### src/rtl/rxs_pkg.sv
package rxs_pkg;
    localparam int NFLAG  = 7;
    localparam int F_FULL = 0;
    localparam int F_IDLE = 1;
    localparam int F_BRK  = 2;
    localparam int F_OVR  = 3;
    localparam int F_NF   = 4;
    localparam int F_FE   = 5;
    localparam int F_PE   = 6;
    localparam int NERR   = F_PE - F_OVR + 1;

    typedef enum logic [0:0] {
        SEQ_IDLE  = 1'b0,
        SEQ_ARMED = 1'b1
    } seq_state_t;
endpackage

### src/rtl/rxs_clr_seq.sv
module rxs_clr_seq
    import rxs_pkg::*;
(
    input  logic             clk,
    input  logic             rst_n,
    input  logic             stat_rd,
    input  logic             cpu_rd,
    input  logic             dma_full_clr,
    input  logic [NFLAG-1:0] flags_q,
    output logic [NFLAG-1:0] cpu_clr_vec,
    output logic             armed
);
    seq_state_t       state_q, state_nx;
    logic [NFLAG-1:0] snap_q;
    logic             do_clear;

    // State register
    always_ff @(posedge clk) begin
        if (!rst_n) state_q <= SEQ_IDLE;
        else        state_q <= state_nx;
    end

    // Transitions: ARM on status read, CLEAR on CPU data read while armed
    always_comb begin
        state_nx = state_q;
        unique case (state_q)
            SEQ_IDLE:  if (stat_rd) state_nx = SEQ_ARMED;
            SEQ_ARMED: if (cpu_rd)  state_nx = SEQ_IDLE;
            default:   state_nx = SEQ_IDLE;
        endcase
    end

    // Outputs
    always_comb begin
        armed       = (state_q == SEQ_ARMED);
        do_clear    = armed & cpu_rd;
        cpu_clr_vec = do_clear ? snap_q : '0;
    end

    // Snapshot of flags taken at the arming status read
    always_ff @(posedge clk) begin
        if (!rst_n) begin
            snap_q <= '0;
        end else if (do_clear) begin
            snap_q <= '0;
        end else if (stat_rd) begin
            snap_q <= flags_q;
        end else if (armed && dma_full_clr) begin
            snap_q[F_FULL] <= 1'b0;
        end
    end
endmodule

### src/rtl/rxs_flag_bank.sv
module rxs_flag_bank
    import rxs_pkg::*;
(
    input  logic             clk,
    input  logic             rst_n,
    input  logic [NFLAG-1:0] set_vec,
    input  logic [NFLAG-1:0] clr_vec,
    output logic [NFLAG-1:0] flags_q
);
    // Set wins over clear in the same cycle
    for (genvar i = 0; i < NFLAG; i++) begin : g_flag
        always_ff @(posedge clk) begin
            if (!rst_n)          flags_q[i] <= 1'b0;
            else if (set_vec[i]) flags_q[i] <= 1'b1;
            else if (clr_vec[i]) flags_q[i] <= 1'b0;
        end
    end
endmodule

### src/rtl/rxs_req_route.sv
module rxs_req_route
    import rxs_pkg::*;
(
    input  logic            full,
    input  logic            rie,
    input  logic            dma_mode,
    input  logic [NERR-1:0] err_flags,
    input  logic [NERR-1:0] err_ie,
    output logic            dma_req,
    output logic            rx_irq,
    output logic            err_irq
);
    logic [NERR-1:0] err_masked;

    for (genvar i = 0; i < NERR; i++) begin : g_mask
        assign err_masked[i] = err_flags[i] & err_ie[i];
    end

    assign dma_req = full & rie & dma_mode;
    assign rx_irq  = full & rie & ~dma_mode;
    assign err_irq = |err_masked;
endmodule

### src/rtl/rx_status_ctl.sv
module rx_status_ctl
    import rxs_pkg::*;
#(
    parameter int DW = 8
) (
    input  logic          clk,
    input  logic          rst_n,
    input  logic          rx_done,
    input  logic [DW-1:0] rx_byte,
    input  logic          rx_stop_low,
    input  logic          rx_par_bad,
    input  logic          rx_noise,
    input  logic          rx_brk,
    input  logic          rx_idle,
    input  logic          cpu_stat_rd,
    input  logic          cpu_data_rd,
    input  logic          dma_data_rd,
    input  logic          rie,
    input  logic          dma_mode,
    input  logic [3:0]    err_ie,
    output logic [DW-1:0] data_q,
    output logic [6:0]    flags,
    output logic          dma_req,
    output logic          rx_irq,
    output logic          err_irq
);
    logic [NFLAG-1:0] flag_q, set_vec, clr_vec, cpu_clr_vec, dma_clr_vec;
    logic [DW-1:0]    hold_q;
    logic             armed, dma_full_clr, accept, ovr_hit;

    always_comb begin
        dma_clr_vec         = '0;
        dma_clr_vec[F_FULL] = dma_data_rd;
    end

    assign dma_full_clr = dma_data_rd & flag_q[F_FULL];
    assign clr_vec      = cpu_clr_vec | dma_clr_vec;
    assign accept       = rx_done & (~flag_q[F_FULL] | clr_vec[F_FULL]);
    assign ovr_hit      = rx_done & ~accept;

    always_comb begin
        set_vec         = '0;
        set_vec[F_FULL] = accept;
        set_vec[F_IDLE] = rx_idle;
        set_vec[F_BRK]  = accept & rx_brk;
        set_vec[F_OVR]  = ovr_hit;
        set_vec[F_NF]   = accept & rx_noise;
        set_vec[F_FE]   = accept & rx_stop_low;
        set_vec[F_PE]   = accept & rx_par_bad;
    end

    always_ff @(posedge clk) begin
        if (!rst_n)      hold_q <= '0;
        else if (accept) hold_q <= rx_byte;
    end

    rxs_clr_seq u_seq (
        .clk         (clk),
        .rst_n       (rst_n),
        .stat_rd     (cpu_stat_rd),
        .cpu_rd      (cpu_data_rd),
        .dma_full_clr(dma_full_clr),
        .flags_q     (flag_q),
        .cpu_clr_vec (cpu_clr_vec),
        .armed       (armed)
    );

    rxs_flag_bank u_bank (
        .clk    (clk),
        .rst_n  (rst_n),
        .set_vec(set_vec),
        .clr_vec(clr_vec),
        .flags_q(flag_q)
    );

    rxs_req_route u_route (
        .full     (flag_q[F_FULL]),
        .rie      (rie),
        .dma_mode (dma_mode),
        .err_flags(flag_q[F_PE:F_OVR]),
        .err_ie   (err_ie),
        .dma_req  (dma_req),
        .rx_irq   (rx_irq),
        .err_irq  (err_irq)
    );

    assign data_q = hold_q;
    assign flags  = flag_q;
endmodule

### config.mk
export PLATFORM = sky130hd
export DESIGN_NAME = rx_status_ctl
export DESIGN_NICKNAME = d
export VERILOG_FILES = /design/src/rtl/rxs_pkg.sv /design/src/rtl/rxs_clr_seq.sv /design/src/rtl/rxs_flag_bank.sv /design/src/rtl/rxs_req_route.sv /design/src/rtl/rx_status_ctl.sv
export SDC_FILE = /design/constraint.sdc
export NUM_CORES = 1
export LEC_CHECK = 0
export ABC_AREA = 1
export BUFFER_PORTS_ARGS = -buffer_cell sky130_fd_sc_hd__buf_2
export CORE_ASPECT_RATIO = 0.7
export CORE_MARGIN = 3
export CORE_UTILIZATION = 25
export DETAILED_ROUTE_END_ITERATION = 16
export GPL_TIMING_DRIVEN = 0
export HOLD_SLACK_MARGIN = 0.06
export SLEW_MARGIN = 10
export SYNTH_ARGS = -nofsm -noshare
export SYNTH_HDL_FRONTEND = slang
export SYNTH_SLANG_ARGS = --single-unit
export TNS_END_PERCENT = 100
### constraint.sdc
create_clock -name clk -period 1.2 [get_ports clk]
set_clock_uncertainty 0.2 [all_clocks]
set_input_delay 0.24 -clock clk [delete_from_list [all_inputs] [get_ports clk]]
set_output_delay 0.24 -clock clk [all_outputs]
set_load 0.05 [all_outputs]
## Yosys cells after proc, flatten, opt, wreduce, memory -nomap -nowiden

Index checks and enable logic that the tools add are counted.
W data, S select, Z words.

- Flip-flop bits (word level): 23
- Logic and storage cells: 64

- Mux-type cells: 20
- Bitwise operators: 22
- Reductions and logical operators: 11

Operator list:

| operator | count |
|---|---|
| $mux W1 | 18 |
| $reduce_bool A2 Y1 | 8 |
| $and A1 B1 Y1 | 15 |
| $mux W7 | 1 |
| $or A7 B1 Y7 | 1 |
| $not A1 Y1 | 5 |
| $reduce_or A4 Y1 | 1 |
| $pmux W1 S2 | 1 |
| $reduce_or A2 Y1 | 1 |
| $logic_and A1 B1 Y1 | 1 |
| $or A1 B1 Y1 | 1 |

## Logic depth before layout (Yosys ltp)

Gate-level depths: netlist of run 1.

- Word-level depth: 8
- Depth in mapped cells: 7
- Depth with buffers taken out: 6

## Cells and area by module

A second synthesis of run 1 with hierarchy kept.

- Cells, all modules: 170
- Area total of the unflattened synthesis: 1181.1 sq um

Modules (own cells, without submodules):

| module | times used | cells each | area each (sq um) | seq. area each (sq um) |
|---|---|---|---|---|
| rx_status_ctl | 1 | 69 | 466.7 | 160.2 |
| rxs_clr_seq | 1 | 52 | 381.6 | 160.2 |
| rxs_flag_bank | 1 | 36 | 284.0 | 140.1 |
| rxs_req_route | 1 | 13 | 48.8 | 0.0 |

## Worst setup path after synthesis of run 1

Ideal clock, no wire load.

- Path type: reg-to-output
- Start point: reg u_bank.flags_q[5]
- End point: out err_irq
- Data arrival time: 1.173 ns
- Setup slack: -0.413 ns
- Stages on the path, launching flop included: 3
- Path buffers: 0
- Path through: dfxtp_1 -> nand2_1 -> nand4_1

- Longest elaborated chain between the ends: 2

RTL lines:

| element | line | source |
|---|---|---|
| start: declaration | rxs_flag_bank.sv:8 | `output logic [NFLAG-1:0] flags_q` |
| start signal: indexed assignment | rxs_flag_bank.sv:13 | `if (!rst_n) flags_q[i] <= 1'b0;` |
| start signal: indexed assignment | rxs_flag_bank.sv:14 | `else if (set_vec[i]) flags_q[i] <= 1'b1;` |
| start signal: indexed assignment | rxs_flag_bank.sv:15 | `else if (clr_vec[i]) flags_q[i] <= 1'b0;` |
| $and A1 B1 Y1 | rxs_req_route.sv:16 | `assign err_masked[i] = err_flags[i] & err_ie[i];` |
| $reduce_or A4 Y1 | rxs_req_route.sv:21 | `assign err_irq = \|err_masked;` |
| end: declaration | rx_status_ctl.sv:25 | `output logic err_irq` |

No other way between the ends.

## Worst setup path after layout of run 1

- Start point: reg u_bank.flags_q[0]
- End point: out rx_irq

- Longest elaborated chain between the ends: 2

RTL lines:

| element | line | source |
|---|---|---|
| $and A1 B1 Y1 (2 in series) | rxs_req_route.sv:20 | `assign rx_irq = full & rie & ~dma_mode;` |
| end: declaration | rx_status_ctl.sv:24 | `output logic rx_irq,` |

No other way between the ends.

==> results.md, run 1 <==
- Status: finished with violations
- Failing checks: setup timing
- Max-slew headroom: 0.7987
- # nets final: 230
- Data required, critical path: 760 ps
- ANT cells: 0
- Gpl congestion: 0.7546
- Vias in the first global route: 934
- Synthesized area: 989.7 um^2
- Die H: 58.64 um
- Antenna violations before repair: 0
- Clock Tree Buf Depth: 2
- Post-synthesis sequential area ratio: 0.4652
- Most common cell after layout, fill and taps aside: nand2_1
- Distinct cells, synth: 14
- CTS tree: built
- Total CTS buffers: 3
- Clock root cell: clkbuf_8
- Setup ws final: -191.5 ps
- Worst Tran Pin Value: 301.6 ps
- Startpoint types: register
- Post-Route WL: 2777 um
- I/O pin count: 43
- Worst hold path class: input port to register
- Synth warn: 0
- Critical path's largest stage delay: 380 ps
- Slew Limit Fails: 0
- DRT antenna net count: 0
- Core area: 0.003671 mm^2
- Sink Count: 23
- Crit. End Element: primary output
- Fill count: 354
- Share of layout cells above drive strength 1: 0.5196
- Input/output buffers: 40
- Gr ovfl total: 0
- Max Cap Viol: 0
- Worst EP arrival: 950 ps
- Ranking of synthesized cells by area: dfxtp_1, nand2_1, a21oi_1
- Area leader, netlist: dfxtp_1
- Register bit total from synthesis: 23
- RSZ-0062 raised after global routing: true
- Hold Vio Cnt, Final: 0
- DR pass1 iterations: 4
- DRT iter0 DRCs: 30
- Die Area: 0.004762 mm^2
- First-pass GRT wire length: 4312 um
- Setup TNS: -2449 ps
- Worst slack, placed: -60.06 ps
- Initial Utilization: 0.2696
- Vias/cell: 4.189
- Fmax: 0.7187 GHz
- Crit path cell chain: nand2_4, nor2_4, buf_8
- Tot GR Track Use: 0.1165
- Synth Area per Inst: 7.172 um^2
- CP max FO: 3
- H-tree Lvls: 1
- Area delta synth->final: 79.14%
- Largest net degree at the start of global routing: 14
- Power Dens Cells: 1079 mW/mm^2
- Net Count, Synth: 163
- Syn Inst Count: 138
- Post-route DRC: 0
- Final Cycle Share: 1.160
- Post-Layout Cell Count: 254
- Tmin final: 1391 ps
- Max VDD drop: 0.7167 mV
- Setup violations, final: 23
- WL/cell: 10.93 um
- Slowest-stage cell, CP: dfxtp_4
- Synth top area share: 0.4652
- P_leak: 0.8172 nW
- Most frequent cells in the layout: nand2_1, buf_2, buf_8
- Routed vias: 1064
- HPWL Detailed: 1806 um
- Placed cells: 228
- Row count: 18
- Worst-path clk slew: 90 ps
- Skew-Pair Late Insertion Delay: 260 ps
- CP Class: register to primary output
- Die span in x: 81.20 um
[registers in the layout (all words and copies together), names as in the netlist]
register	count
data_q	8
u_bank.flags_q	7
u_seq.armed	1
u_seq.snap_q	7
[critical path, delay by kind of cell (launching register included)]
| family | cells | cell delay, ps |
|---|---|---|
| buffers and inverters | 1 | 150 |
| DFF | 1 | 380 |
| and+or+nand+nor | 2 | 160 |
[worst paths after layout]
path                                  start                      endpoint  slack, ps  cells past startpoint
max          u_bank.flags_q[0]$_SDFFE_PN0P_                        rx_irq       -190                      3
min                                 rx_done        data_q[0]$_SDFFE_PN0N_         80                      4
max reg2reg  u_bank.flags_q[0]$_SDFFE_PN0P_        data_q[1]$_SDFFE_PN0N_       -140                      7
min reg2reg    u_seq.snap_q[5]$_SDFFE_PP0P_  u_seq.snap_q[5]$_SDFFE_PP0P_        270                      2
[cells in the mapped netlist, drive strengths merged]
library cell and number:
nand2 41, dfxtp 23, a21oi 21, nor2 16, nand3 15, inv 14
buf 6, clkbuf 1, nand4 1
[cell families (layout without fill, tap and decap cells)]
| group | count (synthesis) | count (layout) | synth area share |
|---|---|---|---|
| AO/OA/AOI/OAI | 21 | 21 | 0.1062 |
| buffers and inverters | 21 | 87 | 0.1150 |
| flip-flops | 23 | 23 | 0.4652 |
| AND/OR/NAND/NOR | 73 | 73 | 0.3135 |
[through the flow]
step                      power [mW]  instance area [um^2]  hold slack, ps  utilization
after detailed placement       1.252                  1286           254.6       0.3504
after CTS                      1.892                  1668           74.94       0.4543
after global placement         1.251                  1286           248.7       0.3504
after floorplan                1.141                  1023           157.4            -
final                          1.914                  1773           79.47       0.4830
after global routing           2.015                  1773           90.70       0.4830
[repair_timing]
action	in CTS	in global routing
hold buffers	7	0
setup buffers	6	7
pin swaps	4	2
resized for setup	71	16
endpoints found under the setup margin	31	36
gates cloned	1	1
endpoints found under the hold margin	11	0
[area by class of cell]
class | instances | area, um^2 | share of cell area
Clock inverter | 1 | 5.005 | 0.002823
Buffer | 7 | 62.56 | 0.03529
Timing Repair Buffer | 62 | 559.3 | 0.3155
Inverter | 14 | 52.55 | 0.02964
Clock buffer | 3 | 41.29 | 0.02329
Multi-Input combinational cell | 94 | 496.7 | 0.2802
Tap cell | 50 | 62.56 | 0.03529
Sequential cell | 23 | 493.0 | 0.2781
[where the power goes]
part,switching [mW],total [mW],internal [mW]
sequential,0.0427,0.857,0.814
combinational,0.313,0.577,0.264
clock,0.249,0.480,0.232
[layer usage]
layer | part of all wire | vias to the layer above | GRT usage
met3 | 0.065 | 2 | 0.04893
met4 | 0.0043 | 0 | 0.01446
li1 | - | 565 | -
met5 | 0 | - | 0
met2 | 0.45 | 25 | 0.1825
met1 | 0.48 | 472 | 0.1545
No activity file was read; power rests on OpenSTA's default activity.
==> run 2, diff against run 1 <==
--- a/config.mk
+++ b/config.mk
@@ -8,11 +8,12 @@
 export ABC_AREA = 1
 export BUFFER_PORTS_ARGS = -buffer_cell sky130_fd_sc_hd__buf_2
 export CORE_ASPECT_RATIO = 0.7
-export CORE_MARGIN = 3
+export CORE_MARGIN = 1
 export CORE_UTILIZATION = 25
 export DETAILED_ROUTE_END_ITERATION = 16
 export GPL_TIMING_DRIVEN = 0
 export HOLD_SLACK_MARGIN = 0.06
+export PLACE_DENSITY = 0.57
 export SLEW_MARGIN = 10
 export SYNTH_ARGS = -nofsm -noshare
 export SYNTH_HDL_FRONTEND = slang
==> run 2 against run 1 <==
Effect of this change: the flow still finishes with violations (setup timing); hold slack improved by 2.5 ps; die area is 11% lower; largest power group unchanged; maximum frequency fell by 1.2%; clock-buffer cell count up 1; final cell count down 0.79%; first-iteration DRC count increased by 20%; sequential share of layout area shrank 0.76 points; highest routed layer unchanged; setup slack worse by 16 ps; clock power grew 0.8%; sequential power is essentially flat; total power rose by 1.3%; critical path depth stayed put.
==> results.md, run 2 (synthesized netlist as in run 1, its figures left out) <==
- Status: finished with violations
- Failing checks: setup timing
- Worst hold path class: input port to register
- Initial Utilization: 0.2713
- Hold Vio Cnt, Final: 0
- Design Power: 1.939 mW
- Row count: 18
- Slew Limit Fails: 0
- Max reg flops: 8
- R2r startpoint: u_bank.flags_q[0]$_SDFFE_PN0P_
- Post-Layout Cell Count: 252
- HPWL Detailed: 1778 um
- Tmin final: 1408 ps
- Die H: 54.64 um
- Antenna violations before repair: 0
- # nets final: 228
- Clock power frac: 0.249
- NetSw: 621.3 uW
- FF-to-FF setup slack: -140 ps
- Placed cells: 228
- CP endpoint: err_irq
- Core area: 0.003649 mm^2
- Slowest-stage cell, CP: dfxtp_4
- DR pass1 iterations: 4
- CP Class: register to primary output
- I/O pin count: 43
- Worst Tran Pin Value: 348.2 ps
- DRT iter0 DRCs: 36
- Gpl congestion: 0.7470
- Critical path's largest stage delay: 370 ps
- Data required, critical path: 760 ps
- CP max FO: 2
- Skew-Pair Late Insertion Delay: 260 ps
- Power Dens Cells: 1063 mW/mm^2
- ANT cells: 0
- Reg-to-reg endpoint: data_q[3]$_SDFFE_PN0N_
- RSZ-0062 raised after global routing: true
- Most frequent cells in the layout: nand2_1, buf_2, buf_8
- Gr ovfl total: 0
- Tot GR Track Use: 0.1362
- Crit path cell chain: nand2_4, nand4_1, buf_6
- Total CTS buffers: 3
- Area delta synth->final: 84.20%
- Input/output buffers: 40
- Final Cycle Share: 1.173
- Fill count: 363
- Max Cap Viol: 0
- Setup ws final: -208.0 ps
- Clock root cell: clkbuf_8
- Max VDD drop: 0.5203 mV
- Sink Count: 23
- Routed vias: 1100
- Die span in x: 77.20 um
- CTS tree: built
- P_leak: 0.8285 nW
- Post-Route WL: 2913 um
- First-pass GRT wire length: 4319 um
- Startpoint types: register
- Fmax: 0.7103 GHz
- CP startpoint: u_bank.flags_q[3]$_SDFFE_PN0P_
- Reg power frac: 0.443
- Logic pwr share: 0.307
- Vias in the first global route: 942
- Largest net degree at the start of global routing: 13
- Worst Reg-to-Reg Cells: 8
- Vias/cell: 4.365
- Hold Slack: 81.99 ps
- Worst EP arrival: 970 ps
- DRT antenna net count: 0
- Most common cell after layout, fill and taps aside: nand2_1
- Switch share: 0.3205
- Worst-path clk slew: 80 ps
- Max-slew headroom: 0.7676
- Crit. End Element: primary output
- Die Area: 0.004218 mm^2
- Pint: 1.317 mW
- Share of layout cells above drive strength 1: 0.5495
- Post-route DRC: 0
- Clock Tree Buf Depth: 2
- H-tree Lvls: 1
- Setup violations, final: 28
- WL/cell: 11.56 um
[run 2: how the worst min path moves through the flow]
stage | cells after the start | slack (ps) | to | from
after floorplan | 2 | 160 | u_bank.flags_q[1]$_SDFFE_PN0P_ | rx_idle
after global placement | 2 | 250 | u_seq.snap_q[5]$_SDFFE_PP0P_ | u_seq.snap_q[5]$_SDFFE_PP0P_
after detailed placement | 3 | 250 | u_bank.flags_q[1]$_SDFFE_PN0P_ | rx_idle
after CTS | 4 | 80 | data_q[7]$_SDFFE_PN0N_ | rx_done
after global routing | 5 | 90 | data_q[4]$_SDFFE_PN0N_ | rx_byte[4]
final | 5 | 80 | data_q[0]$_SDFFE_PN0N_ | rx_byte[0]
[run 2: layer usage]
layer | global-route usage | wire (um) | up-vias | part of all wire
met4 | 0.04717 | 27 | 0 | 0.0093
met3 | 0.03333 | 213 | 2 | 0.073
met5 | 0 | 0 | - | 0
met2 | 0.2212 | 1361 | 36 | 0.47
li1 | - | - | 567 | -
met1 | 0.1789 | 1310 | 495 | 0.45
[run 2: timing repair]
item                                   CTS  global route
endpoints found under the hold margin   13             0
buffers inserted                         5             7
gates cloned                             1             1
pin swaps                                4             9
hold buffers                             6             0
setup endpoints to repair               31            33
gates resized for setup                 72            28
[run 2: layout make-up]
class	count	area, um^2	share of cell area
Buffer	7	66.31	0.03638
Multi-Input combinational cell	94	555.5	0.3047
Clock buffer	4	45.04	0.02471
Sequential cell	23	493.0	0.2704
Tap cell	50	62.56	0.03432
Timing Repair Buffer	60	545.5	0.2992
Inverter	14	55.05	0.03020
[run 2: power groups by stage]
| stage | logic (mW) | clock network [mW] | registers (mW) |
|---|---|---|---|
| finish | 0.596 | 0.484 | 0.859 |
| global route | 0.633 | 0.538 | 0.866 |
| CTS | 0.519 | 0.496 | 0.858 |
| detailed placement | 0.394 | 0 | 0.858 |
| global placement | 0.392 | 0 | 0.858 |
| floorplan | 0.166 | 0 | 0.974 |
[run 2: through the flow]
stage	TNS [ps]	cell area [um^2]	worst slack (ps)	utilization
after floorplan	-180.5	1023	-180.5	-
after global placement	-368.0	1286	-47.00	0.3525
after detailed placement	-445.8	1286	-69.85	0.3525
after CTS	-2407	1655	-200.3	0.4537
after global routing	-3773	1823	-254.3	0.4997
final	-2347	1823	-208.0	0.4997
[run 2: critical path, delay by kind of cell (launching register included)]
family                 cells  cell delay, ps
buffers and inverters      1             170
and+or+nand+nor            2             170
DFF                        1             370
==> run 3, diff against run 2 <==
--- a/config.mk
+++ b/config.mk
@@ -13,7 +13,7 @@
 export DETAILED_ROUTE_END_ITERATION = 16
 export GPL_TIMING_DRIVEN = 0
 export HOLD_SLACK_MARGIN = 0.06
-export PLACE_DENSITY = 0.57
+export PLACE_DENSITY = 0.47
 export SLEW_MARGIN = 10
 export SYNTH_ARGS = -nofsm -noshare
 export SYNTH_HDL_FRONTEND = slang
==> run 3 against run 2 <==
Effect of this change: the run still ends with setup timing left; setup slack got worse by 2.6 ps; via count rose by 1.0%; critical path depth did not move; first-iteration DRC count rose by 28%; sequential share of layout area fell by 0.30 points; hold slack got worse by 3.1 ps; largest cell class unchanged; highest routed layer unchanged.
==> results.md, run 3 (synthesized netlist as in run 1, its figures left out) <==
- Status: finished with violations
- Failing checks: setup timing
- Area occupied by multi-input gates: 568.0 um^2
- Hold depth: 5
- Gr ovfl total: 0
- # nets final: 229
- Row count: 18
- RSZ-0062 raised after global routing: true
- ANT cells: 0
- Input/output buffers: 40
- Fmax: 0.7089 GHz
- Setup ws final: -210.6 ps
- Worst-path clk slew: 90 ps
- Final core occ: 0.5079
- Worst hold path class: input port to register
- Setup violations, final: 31
- R2r startpoint: u_bank.flags_q[0]$_SDFFE_PN0P_
- Die span in x: 77.20 um
- Max reg flops: 8
- Most frequent cells in the layout: nand2_1, buf_2, buf_8
- Power Dens Cells: 1054 mW/mm^2
- DRT antenna net count: 0
- Core area: 0.003649 mm^2
- HPWL Detailed: 1893 um
- CP max FO: 4
- Final Cycle Share: 1.175
- Tmin final: 1411 ps
- Share of layout cells above drive strength 1: 0.5616
- Startpoint types: register
- FF-to-FF setup slack: -130 ps
- Die Area: 0.004218 mm^2
- Routed vias: 1111
- Sink Count: 23
- Vias in the first global route: 991
- Antenna violations before repair: 0
- Hold Vio Cnt, Final: 0
- Skew-Pair Late Insertion Delay: 270 ps
- Post-Route WL: 3002 um
- Vias/cell: 4.391
- Met2 Resource Use GR: 0.2419
- Met1 GRT Util: 0.1818
- Worst EP arrival: 970 ps
- DR pass1 iterations: 4
- Slew Limit Fails: 0
- CP Class: register to primary output
- Worst Reg-to-Reg Cells: 7
- First-pass GRT wire length: 4533 um
- Post-route DRC: 0
- WL/cell: 11.87 um
- Crit. End Element: primary output
- Max Cap Viol: 0
- CTS tree: built
- Data required, critical path: 760 ps
- P_leak: 0.8295 nW
- I/O pin count: 43
- Min-delay src: rx_byte[1]
- Area delta synth->final: 87.23%
- Met3 Use GR: 0.04000
- Clock root cell: clkbuf_8
- Gpl congestion: 0.7880
- Worst Hold End: data_q[1]$_SDFFE_PN0N_
- Die H: 54.64 um
- Total CTS buffers: 3
- Design Power: 1.952 mW
- Initial Utilization: 0.2713
- Reg-to-reg endpoint: data_q[1]$_SDFFE_PN0N_
- Max-slew headroom: 0.7728
- H-tree Lvls: 1
- Tot GR Track Use: 0.1421
- Worst Tran Pin Value: 340.4 ps
- Gr busiest metal: met2
- Max VDD drop: 0.5616 mV
- Largest net degree at the start of global routing: 14
- Most common cell after layout, fill and taps aside: nand2_1
- Fill count: 362
- Clock Tree Buf Depth: 2
- DRT iter0 DRCs: 46
- Register Area: 495.5 um^2
==> run 3: cell types whose count changed in the layout (fill, tap and decap cells not counted), sizes merged <==
| cell | change |
|---|---|
| clkbuf | -1 |
| clkinv | +1 |
| dlygate4sd3 | +1 |
==> run 3: through the flow <==
step                      setup WS [ps]  setup TNS (ps)  std cells  area, um^2  hold WS [ps]
after floorplan                  -180.5          -180.5        138        1023         157.4
after global placement           -49.36          -386.1        228        1286         248.3
after detailed placement         -65.36          -561.2        228        1286         255.3
after CTS                        -214.9           -2822        245        1693         80.47
after global routing             -252.4           -3930        253        1853         98.39
final                            -210.6           -2563        253        1853         78.92
==> run 3: layout make-up <==
| class | count | share of cell area |
|---|---|---|
| multi-input combinational | 94 | 0.3065 |
| timing repair buffer | 61 | 0.3038 |
| sequential | 23 | 0.2674 |
| buffer | 7 | 0.03376 |
| tap | 50 | 0.03376 |
| inverter | 14 | 0.02971 |
| clock buffer | 3 | 0.02228 |
| clock inverter | 1 | 0.002701 |
==> run 3: timing repair <==
item | in CTS | in global routing
setup buffers | 4 | 8
gates cloned | 2 | 0
endpoints found under the setup margin | 31 | 33
pin swaps | 4 | 5
hold buffers | 7 | 0
endpoints found under the hold margin | 10 | 0
resized for setup | 80 | 25
==> run 3: power breakdown <==
part           leakage [nW]  internal, mW  switching (mW)  total, mW
clock network        0.0255         0.232           0.252      0.484
registers             0.196         0.813          0.0466      0.860
logic                 0.608         0.275           0.333      0.608
==> run 3: metal layers <==
| metal | vias to the layer above | wire [um] |
|---|---|---|
| met1 | 515 | 1390 |
| met5 | - | 0 |
| li1 | 566 | - |
| met2 | 28 | 1442 |
| met3 | 2 | 153 |
| met4 | 0 | 15 |
==> run 3: critical path, stage by stage, from the launching register on <==
cell,delay [ps]
dfxtp_4,370
nand2_2,70
nand4_1,100
buf_6,170
==> run 3: worst max-delay path by stage <==
stage                                        end  cells past startpoint  slack (ps)                            from
after floorplan                          err_irq                      2        -180  u_bank.flags_q[4]$_SDFFE_PN0P_
after global placement    data_q[4]$_SDFFE_PN0N_                      6         -50  u_bank.flags_q[0]$_SDFFE_PN0P_
after detailed placement  data_q[2]$_SDFFE_PN0N_                      6         -70  u_bank.flags_q[0]$_SDFFE_PN0P_
after CTS                                err_irq                      3        -210  u_bank.flags_q[3]$_SDFFE_PN0P_
after global routing                     dma_req                      3        -250  u_bank.flags_q[0]$_SDFFE_PN0P_
final                                    err_irq                      3        -210  u_bank.flags_q[6]$_SDFFE_PN0P_
